**config.mk**
```make
export PLATFORM = sky130hd
export DESIGN_NAME = bus_release_ctrl
export DESIGN_NICKNAME = d
export VERILOG_FILES = /design/src/rtl/bus_release_pkg.sv /design/src/rtl/brc_reset_sync.sv /design/src/rtl/brc_halt_track.sv /design/src/rtl/brc_wait_track.sv /design/src/rtl/brc_drive_gate.sv /design/src/rtl/bus_release_ctrl.sv
export SDC_FILE = /design/constraint.sdc
export NUM_CORES = 1
export LEC_CHECK = 0
export ABC_AREA = 0
export BUFFER_PORTS_ARGS = -buffer_cell sky130_fd_sc_hd__buf_2
export CAP_MARGIN = 5
export CORE_AREA = 10 10 47 49
export CTS_CLUSTER_DIAMETER = 80
export DETAILED_ROUTE_END_ITERATION = 8
export DIE_AREA = 0 0 57 59
export GPL_TIMING_DRIVEN = 0
export PLACE_DENSITY = 0.49
export SLEW_MARGIN = 10
export SYNTH_ARGS = -nofsm -noshare
export SYNTH_HDL_FRONTEND = slang
export SYNTH_SLANG_ARGS = --single-unit
```
**constraint.sdc**
```tcl
create_clock -name clk -period 1.59 [get_ports clk]
set_input_delay 0 -clock clk [delete_from_list [all_inputs] [get_ports clk]]
set_output_delay 0 -clock clk [all_outputs]
set_load 0.005 [all_outputs]
```
**src/rtl/bus_release_pkg.sv**
```systemverilog
package bus_release_pkg;
  typedef enum logic {HS_RUN = 1'b0, HS_HALTED = 1'b1} halt_state_e;

  typedef struct packed {
    logic addr_oe;
    logic rw_oe;
    logic data_oe;
    logic vma;
    logic rw_out;
    logic bus_avail;
  } bus_drive_t;
endpackage

```
**src/rtl/brc_reset_sync.sv**
```systemverilog
module brc_reset_sync #(
  parameter int STAGES = 2
) (
  input  logic clk,
  input  logic rst_n,
  output logic rst_sync_n
);
  logic [STAGES-1:0] chain_q;

  always_ff @(posedge clk or negedge rst_n) begin
    if (!rst_n) chain_q <= '0;
    else        chain_q <= {chain_q[STAGES-2:0], 1'b1};
  end

  assign rst_sync_n = chain_q[STAGES-1];
endmodule

```
**src/rtl/brc_halt_track.sv**
```systemverilog
module brc_halt_track
  import bus_release_pkg::*;
#(
  parameter bit HALT_AT_BOUNDARY = 1'b1
) (
  input  logic clk,
  input  logic rst_n,
  input  logic halt_n,
  input  logic insn_boundary,
  output logic halted
);
  halt_state_e state_q, state_d;
  logic        take_ok;
  logic        state_en;

  generate
    if (HALT_AT_BOUNDARY) begin : g_boundary
      assign take_ok = insn_boundary;
    end else begin : g_immediate
      assign take_ok = 1'b1;
    end
  endgenerate

  always_comb begin
    state_d = state_q;
    case (state_q)
      HS_RUN:    if (!halt_n && take_ok) state_d = HS_HALTED;
      HS_HALTED: if (halt_n)             state_d = HS_RUN;
      default:   state_d = HS_RUN;
    endcase
  end

  assign state_en = (state_d != state_q);

  always_ff @(posedge clk or negedge rst_n) begin
    if (!rst_n)        state_q <= HS_RUN;
    else if (state_en) state_q <= state_d;
  end

  assign halted = (state_q == HS_HALTED);
endmodule

```
**src/rtl/brc_wait_track.sv**
```systemverilog
module brc_wait_track (
  input  logic clk,
  input  logic rst_n,
  input  logic wait_enter,
  input  logic irq,
  input  logic irq_mask,
  input  logic nmi,
  output logic waiting,
  output logic wake
);
  logic wait_q, wait_d, wait_en;

  assign wake = wait_q && (nmi || (irq && !irq_mask));

  always_comb begin
    wait_d = wait_q;
    if (wake)            wait_d = 1'b0;
    else if (wait_enter) wait_d = 1'b1;
  end

  assign wait_en = (wait_d != wait_q);

  always_ff @(posedge clk or negedge rst_n) begin
    if (!rst_n)       wait_q <= 1'b0;
    else if (wait_en) wait_q <= wait_d;
  end

  assign waiting = wait_q;
endmodule

```
**src/rtl/brc_drive_gate.sv**
```systemverilog
module brc_drive_gate
  import bus_release_pkg::*;
(
  input  logic       released,
  input  logic       tsc,
  input  logic       dbe,
  input  logic       core_write,
  input  logic       core_vma,
  output bus_drive_t drive
);
  logic active;

  assign active = !released;

  always_comb begin
    drive.bus_avail = released && !tsc;
    drive.addr_oe   = active && !tsc;
    drive.rw_oe     = active && !tsc;
    drive.data_oe   = active && dbe && core_write;
    drive.vma       = active && !tsc && core_vma;
    drive.rw_out    = !(active && core_write);
  end
endmodule

```
**src/rtl/bus_release_ctrl.sv**
```systemverilog
module bus_release_ctrl
  import bus_release_pkg::*;
#(
  parameter bit HALT_AT_BOUNDARY = 1'b1,
  parameter int RST_STAGES       = 2
) (
  input  logic clk,
  input  logic rst_n,
  input  logic halt_n,
  input  logic insn_boundary,
  input  logic wait_enter,
  input  logic irq,
  input  logic irq_mask,
  input  logic nmi,
  input  logic tsc,
  input  logic dbe,
  input  logic core_write,
  input  logic core_vma,
  output logic bus_avail,
  output logic addr_oe,
  output logic rw_oe,
  output logic data_oe,
  output logic vma,
  output logic rw_out,
  output logic wake
);
  logic       rst_int_n;
  logic       halted;
  logic       waiting;
  bus_drive_t drive;

  brc_reset_sync #(.STAGES(RST_STAGES)) u_rst (
    .clk(clk), .rst_n(rst_n), .rst_sync_n(rst_int_n)
  );

  brc_halt_track #(.HALT_AT_BOUNDARY(HALT_AT_BOUNDARY)) u_halt (
    .clk(clk), .rst_n(rst_int_n), .halt_n(halt_n),
    .insn_boundary(insn_boundary), .halted(halted)
  );

  brc_wait_track u_wait (
    .clk(clk), .rst_n(rst_int_n), .wait_enter(wait_enter),
    .irq(irq), .irq_mask(irq_mask), .nmi(nmi),
    .waiting(waiting), .wake(wake)
  );

  brc_drive_gate u_gate (
    .released(halted || waiting), .tsc(tsc), .dbe(dbe),
    .core_write(core_write), .core_vma(core_vma), .drive(drive)
  );

  assign bus_avail = drive.bus_avail;
  assign addr_oe   = drive.addr_oe;
  assign rw_oe     = drive.rw_oe;
  assign data_oe   = drive.data_oe;
  assign vma       = drive.vma;
  assign rw_out    = drive.rw_out;
endmodule

```
# After elaboration in Yosys (flattened, before gate mapping)
# Cells that the tools add are included.
# totals
input_bits	12
wordCells	27
out_inout_bits	7
register_bits	4
# classes
mux	5
n_reduce_logical	16
eq_ne	2
bitwise_logic	1
# op_table
operator	count
logical AND 1 bit	9
zero test 1 bit	5
two-way mux 1 bit	4
logical OR 1 bit	2
inequality test 1 bit	2
one-hot mux 1 bit (2 select lines)	1
NOT 1 bit	1

# Logic depth before layout (Yosys ltp)
# Gate-level depths: netlist of the first run.
# depth
depth_word	6
mapped_depth	2
ltp_nobuf	2

# By module
# From an unflattened synthesis of the first run, not the netlist that was laid out.
# unflattened
cells_unflattened	18
hier_area_um2	197.7
# modules_own_cells
mod	n_inst	area_per_inst_um2	cells_each	seq_area_each_um2
brc_wait_track	1	62.6	6	25.0
brc_reset_sync	1	53.8	3	50.0
brc_drive_gate	1	40.0	6	0.0
brc_halt_track	1	35.0	2	25.0
bus_release_ctrl	1	6.3	1	0.0

# Worst setup path after synthesis of the first run
# No wires, ideal clock.
# synth_timing
path_type	register -> output
start	register u_wait.wait_q (netlist: u_wait.waiting)
end	output port vma
t_arrival_ps	783
path_slack_ps	807
required_ps	1590
path_stages_with_launch	3
n_path_buf	0
cell_sequence	dfrtp_1 -> nor3_2 -> and2_1
# synth_via
elab_chain_cells	4
# synth_rtl
element	line_no	source
start: declaration	brc_wait_track.sv:11	logic wait_q, wait_d, wait_en;
start signal: assignment	brc_wait_track.sv:25	else if (wait_en) wait_q <= wait_d;
logical OR 1 bit	bus_release_ctrl.sv:48	.released(halted || waiting), .tsc(tsc), .dbe(dbe),
zero test 1 bit	brc_drive_gate.sv:13	assign active = !released;
logical AND 1 bit	-	
via addr_oe	bus_release_ctrl.sv:20	output logic addr_oe,
logical AND 1 bit	brc_drive_gate.sv:20	drive.vma = active && !tsc && core_vma;
end: declaration	bus_release_ctrl.sv:23	output logic vma,
# The timed path passes the listed nets, and every way through them passes these cells.

# Final worst setup path of the first run
# layout_timing
start	register u_halt.state_q (netlist: u_halt.halted)
end	register u_halt.state_q (netlist: u_halt.halted)
# layout_via
elab_chain_cells	3
# layout_rtl
element	line_no	source
start: declaration	brc_halt_track.sv:12	halt_state_e state_q, state_d;
start signal: assignment	brc_halt_track.sv:37	else if (state_en) state_q <= state_d;
NOT 1 bit	-	
one-hot mux 1 bit (2 select lines)	brc_halt_track.sv:26	case (state_q)
inequality test 1 bit	brc_halt_track.sv:33	assign state_en = (state_d != state_q);
# Several ways; a longest one is shown, not always the timed one.
# A chain may end at the register's enable or synchronous reset.

==> run summary, run 1 <==
Final Skew = 0.00191 ns
Sw frac = 22.9%
Area fraction of the dominant cell type after synthesis = 54.8%
Routed vias = 203
Number of global-route vias before repair = 222
Largest net degree at the start of global routing = 6
Critical path endpoint = u_halt.halted
CP max FO = 3
Worst r2r path cells = 3
Reg2reg setup slack = 0.38 ns
Avg Cell Area, Syn = 9.61 um^2
Die width = 57 um
Leading area contributor after synthesis = dfrtp_1
IO Count = 19
FF-to-FF Start = u_halt.halted
GPL Wtd Cong = 0.566
Final period utilization = 75.8%
Post-CTS setup buffers = 0
Internal power = 0.231 mW
Hold_buf cts = 3
CP Cell Sequence = nor2_1, nor2_1, dlygate4sd3_1
VDD IR max = 656 uV
Worst-path clk slew = 0.04 ns
CP max-delay cell = dlygate4sd3_1
ANT nets after route = 0
Crit path from = u_halt.halted
GRT overflow = 0
CTS Sinks = 4
Final nets = 57
# H-tree levels = 1
RSZ-0062 raised after global routing = false
Status = complete, no violations
Ant. Diodes = 0
Reg-to-reg endpoint = u_halt.halted
Via density = 3.44
Max Freq = 0.830 GHz
Critical path's most frequent cell = nor2_1
Crit path kind = reg -> reg
Pwr Density = 868 nW/um^2
Row count = 14
Max-slew violations = 0
Core box area = 1400 um^2
Per-cell routed wire length = 9.39 um
Number of antenna violations at the first check in global routing = 0
Skew-Pair Late Insertion Delay = 0.23 ns
Critical Path Start Type = flip-flop
Die area = 3360 um^2
Post-Syn Area = 183 um^2
Clk pwr share = 41.0%
Chip Height = 59 um
Final wirelength = 554 um
Hold Fails Final Rpt = 0
Synth Net Count = 31
Initial drt markers = 2
CTS tree = yes
Area Overhead vs Synth = 89.0%
NetSw = 0.0686 mW
Hold Path Class = in -> reg
Part of the power in registers = 39.3%
CTS Root Cell = clkbuf_4
# setup viols final = 0
Crit-path max cell delay = 0.55 ns
Fin area = 345 um^2
WHS = 0.0115 ns
Multi-input logic area = 71.3 um^2
LEAKAGE = 0.193 nW
Comb pwr share = 19.6%
Setup TNS = 0 ns
First-pass GRT wire length = 883 um
Placed inst area = 293 um^2
Total CTS buffers = 3
Most frequent cells in the layout = buf_2 (18), nor2_1 (4), dfrtp_1 (4), clkbuf_4 (3), dlygate4sd3_1 (3)
I/O Buffers = 18
Register area share after synthesis = 54.8%
FILL cells = 168
Post-cts sizing count = 0
Required time of the critical path = 1.70 ns
Yosys warnings = 0
Worst setup EP type = flip-flop
Final Util = 24.6%
Max-Cap Viols = 0
Ranking of synthesized cells by area = dfrtp_1 (55%), nor2_1 (8.2%), nor3_2 (5.5%), buf_4 (4.1%), o21a_1 (4.1%)
Library cells used by synthesis = 13
First-pass DRT Iterations = 2
Layout cells sized above 1 = 53.5%
Arrival time at the worst endpoint = 1.31 ns
# DRC = 0
Global Route Usage Sum = 3.38%
Post-Synthesis Cells = 19
Final Critical Period = 1.21 ns
CTS max path bufs = 2
FF/Latch Area = 100 um^2
Most common cell after layout, fill and taps aside = buf_2
Starting density of the core = 13.0%
Seq cells post-synth = 4
-- cell type report --
type                            count  area share (%)
Buffer                              1            2.17
Inverter                            1            1.09
Tap cell                           16            5.80
Sequential cell                     4            29.0
Timing Repair Buffer               21            34.8
Clock buffer                        3            6.52
Multi-Input combinational cell     13            20.7
-- critical path, delay by kind of cell, from the launching register on --
| kind | cells | cell delay (ns) |
|---|---|---|
| buffers and inverters | 1 | 0.55 |
| flip-flops | 1 | 0.39 |
| AND/OR/NAND/NOR | 2 | 0.14 |
-- flip-flops by register name, indices dropped and copies added, names as in the netlist --
name,count
u_rst.chain_q,2
u_halt.halted,1
u_wait.waiting,1
-- power groups by stage --
stage / logic [mW] / registers [mW] / clock network, mW
2_1_floorplan: 0.0235 / 0.118 / 0
3_3_place_gp: 0.0531 / 0.119 / 0
3_5_place_dp: 0.0538 / 0.119 / 0
4_1_cts: 0.0602 / 0.118 / 0.129
5_1_grt: 0.0683 / 0.120 / 0.133
6_report: 0.0588 / 0.118 / 0.123
-- worst min path at each step --
stage / from / end / slack (ns) / cells after the start
5_1_grt: u_rst.chain_q[1] / u_wait.waiting / 0.04 / 0
3_3_place_gp: rst_n / u_rst.chain_q[0] / -0.21 / 1
3_5_place_dp: rst_n / u_rst.chain_q[0] / -0.21 / 1
4_1_cts: wait_enter / u_wait.waiting / 0.009 / 3
2_1_floorplan: rst_n / u_rst.chain_q[0] / -0.30 / 0
6_report: wait_enter / u_wait.waiting / 0.01 / 3
-- cell families after synthesis --
family	synth area share, %
AOI/OAI and AO/OA	7.54
buffers and inverters	6.16
DFF	54.8
other	2.05
and+or+nand+nor	29.5
-- stage by stage --
stage,total power [mW],setup WS (ns),instances
6_report,0.300,0.385,59
5_1_grt,0.322,0.331,59
4_1_cts,0.307,0.398,59
3_5_place_dp,0.173,0.720,53
3_3_place_gp,0.172,0.723,53
2_1_floorplan,0.141,0.807,19
-- per-layer routing --
metal  vias up  routed length (um)  track usage [%]
met2        15                 214             4.34
met1        80                 259             3.71
met4         0                   0                0
met3         0                  80             4.08
li1        108                   -                -
met5         -                   0                0
-- synth_stat cells --
cell,instances
nor2_1,4
o21a_1,1
nand2b_1,1
conb_1,1
and3_1,1
nand2_1,1
o22ai_1,1
nor2b_1,1
inv_1,1
nor3_2,1
and2_1,1
dfrtp_1,4
buf_4,1
Note: power is estimated with default switching activity, not from simulation.
==> run 2: changes to the inputs <==
clock period = 1.15 ns   (was 1.59 ns; I/O delays follow)
==> run 2 against run 1 <==
Effect of this change:
- total power increased by 39%
- sequential power increased by 39%
- non-clock buffer count unchanged
- design area grew 0.72%
- via count unchanged
- sequential cell count did not move
- clock skew up 0.0011 ns
- combinational power rose by 37%
- hold slack lost 0.0015 ns
- register-to-register slack improved by 0.07 ns
==> run summary, run 2 (synthesis gave the netlist of run 1 again) <==
Status = complete, no violations
Hold Fails Final Rpt = 0 (unchanged)
Die area = 3360 um^2 (unchanged)
Routed vias = 203 (unchanged)
Critical Path Start Type = flip-flop
First-pass DRT Iterations = 2 (unchanged)
Worst setup EP type = primary output
Die width = 57 um (unchanged)
Required time of the critical path = 1.15 ns (-0.55 ns)
VDD IR max = 909 uV (+39%)
CP max FO = 3 (unchanged)
Initial drt markers = 2 (unchanged)
Max-slew violations = 0 (unchanged)
IO Count = 19 (unchanged)
Number of antenna violations at the first check in global routing = 0 (unchanged)
GPL Wtd Cong = 0.566 (unchanged)
Skew-Pair Late Insertion Delay = 0.23 ns (about the same)
First-pass GRT wire length = 869 um (-1.6%)
# H-tree levels = 1 (unchanged)
Ant. Diodes = 0 (unchanged)
Global Route Usage Sum = 3.29% (-0.085 points)
Hold Path Class = reg -> async
Crit path kind = reg -> out
Worst r2r path cells = 2 (-1)
Crit path from = u_halt.halted
CTS Sinks = 4 (unchanged)
Worst-path clk slew = 0.04 ns (about the same)
Reg-to-reg endpoint = u_wait.waiting
WHS = 0.0101 ns (-0.00148 ns)
Per-cell routed wire length = 9.22 um (-1.8%)
Starting density of the core = 13.0% (unchanged)
Layout cells sized above 1 = 55.8% (+2.3 points)
Reg with most FFs = u_rst.chain_q
Number of global-route vias before repair = 223 (+0.45%)
Chip Height = 59 um (unchanged)
Most frequent cells in the layout = buf_2 (18), dfrtp_1 (4), nor2_1 (3), clkbuf_4 (3), dlygate4sd3_1 (3)
CTS tree = yes
Row count = 14 (unchanged)
ANT nets after route = 0 (unchanged)
Final Critical Period = 1.09 ns
FF-to-FF Start = u_wait.waiting
CTS max path bufs = 2 (unchanged)
Pwr Density = 1200 nW/um^2 (+38%)
Final period utilization = 94.8%
Area Overhead vs Synth = 90.4%
Final Util = 24.8% (+0.18 points)
CTS Root Cell = clkbuf_4
Arrival time at the worst endpoint = 1.09 ns (-0.22 ns)
Total CTS buffers = 3 (unchanged)
Core box area = 1400 um^2 (unchanged)
Reg2reg setup slack = 0.45 ns (+0.07 ns)
Via density = 3.44 (unchanged)
Final nets = 57 (unchanged)
Most common cell after layout, fill and taps aside = buf_2
I/O Buffers = 18 (unchanged)
Max reg flops = 2 (unchanged)
# setup viols final = 0 (unchanged)
Final Skew = 0.00298 ns (+0.00107 ns)
RSZ-0062 raised after global routing = false
# DRC = 0 (unchanged)
Setup TNS = 0 ns (unchanged)
Max-Cap Viols = 0 (unchanged)
GRT overflow = 0 (unchanged)
Final wirelength = 544 um (-1.8%)
Max Freq = 0.917 GHz
Largest net degree at the start of global routing = 6 (unchanged)
LEAKAGE = 0.192 nW (-0.61%)
-- run 2: power breakdown --
group | internal, mW | switching, mW
clock | 0.117 | 0.0543
combinational | 0.0503 | 0.0305
sequential | 0.152 | 0.0118
-- run 2: layout make-up --
type                            count  area [um^2]
Fill cell                         166         1050
Timing Repair Buffer               21          120
Sequential cell                     4          100
Multi-Input combinational cell     13         73.8
Clock buffer                        3         22.5
Tap cell                           16         20.0
Buffer                              1         7.51
Inverter                            1         3.75
-- run 2: worst max path at each step --
stage          endpoint  slack [ns]  cells after the start
6_report            vma        0.06                      3
5_1_grt         data_oe       0.002                      3
4_1_cts         data_oe        0.02                      3
3_5_place_dp    data_oe        0.28                      3
3_3_place_gp        vma        0.28                      3
2_1_floorplan       vma        0.37                      2
-- run 2: what timing repair did --
| item | 4_1_cts | 5_1_grt |
|---|---|---|
| hold endpoints to repair | 3 | 0 |
| hold buffers | 3 | 0 |
| endpoints found under the setup margin | 0 | 3 |
| resized for setup | 0 | 1 |
| buffers inserted | 0 | 0 |
-- run 2: per-stage QoR --
stage	std cells	setup WS (ns)	instance area (um^2)	total power [mW]
finish	59	0.0596	348	0.416
global route	59	0.00241	348	0.445
CTS	59	0.0238	345	0.424
detailed placement	53	0.280	293	0.239
global placement	53	0.283	293	0.238
floorplan	19	0.367	183	0.195
-- run 2: per-layer routing --
metal / wire length (um) / share of wire [%] / vias up / GRT usage (%)
met1: 252 / 46 / 79 / 3.59
met4: 0 / 0 / 0 / 0
met5: 0 / 0 / - / 0
li1: - / - / 109 / -
met2: 197 / 36 / 15 / 4.03
met3: 94 / 17 / 0 / 4.29
-- run 2: critical path, cell delays in order, from the launching register on --
cell and delay, ns:
dfrtp_1 0.40, nor3_2 0.22, and2_1 0.14, buf_2 0.10
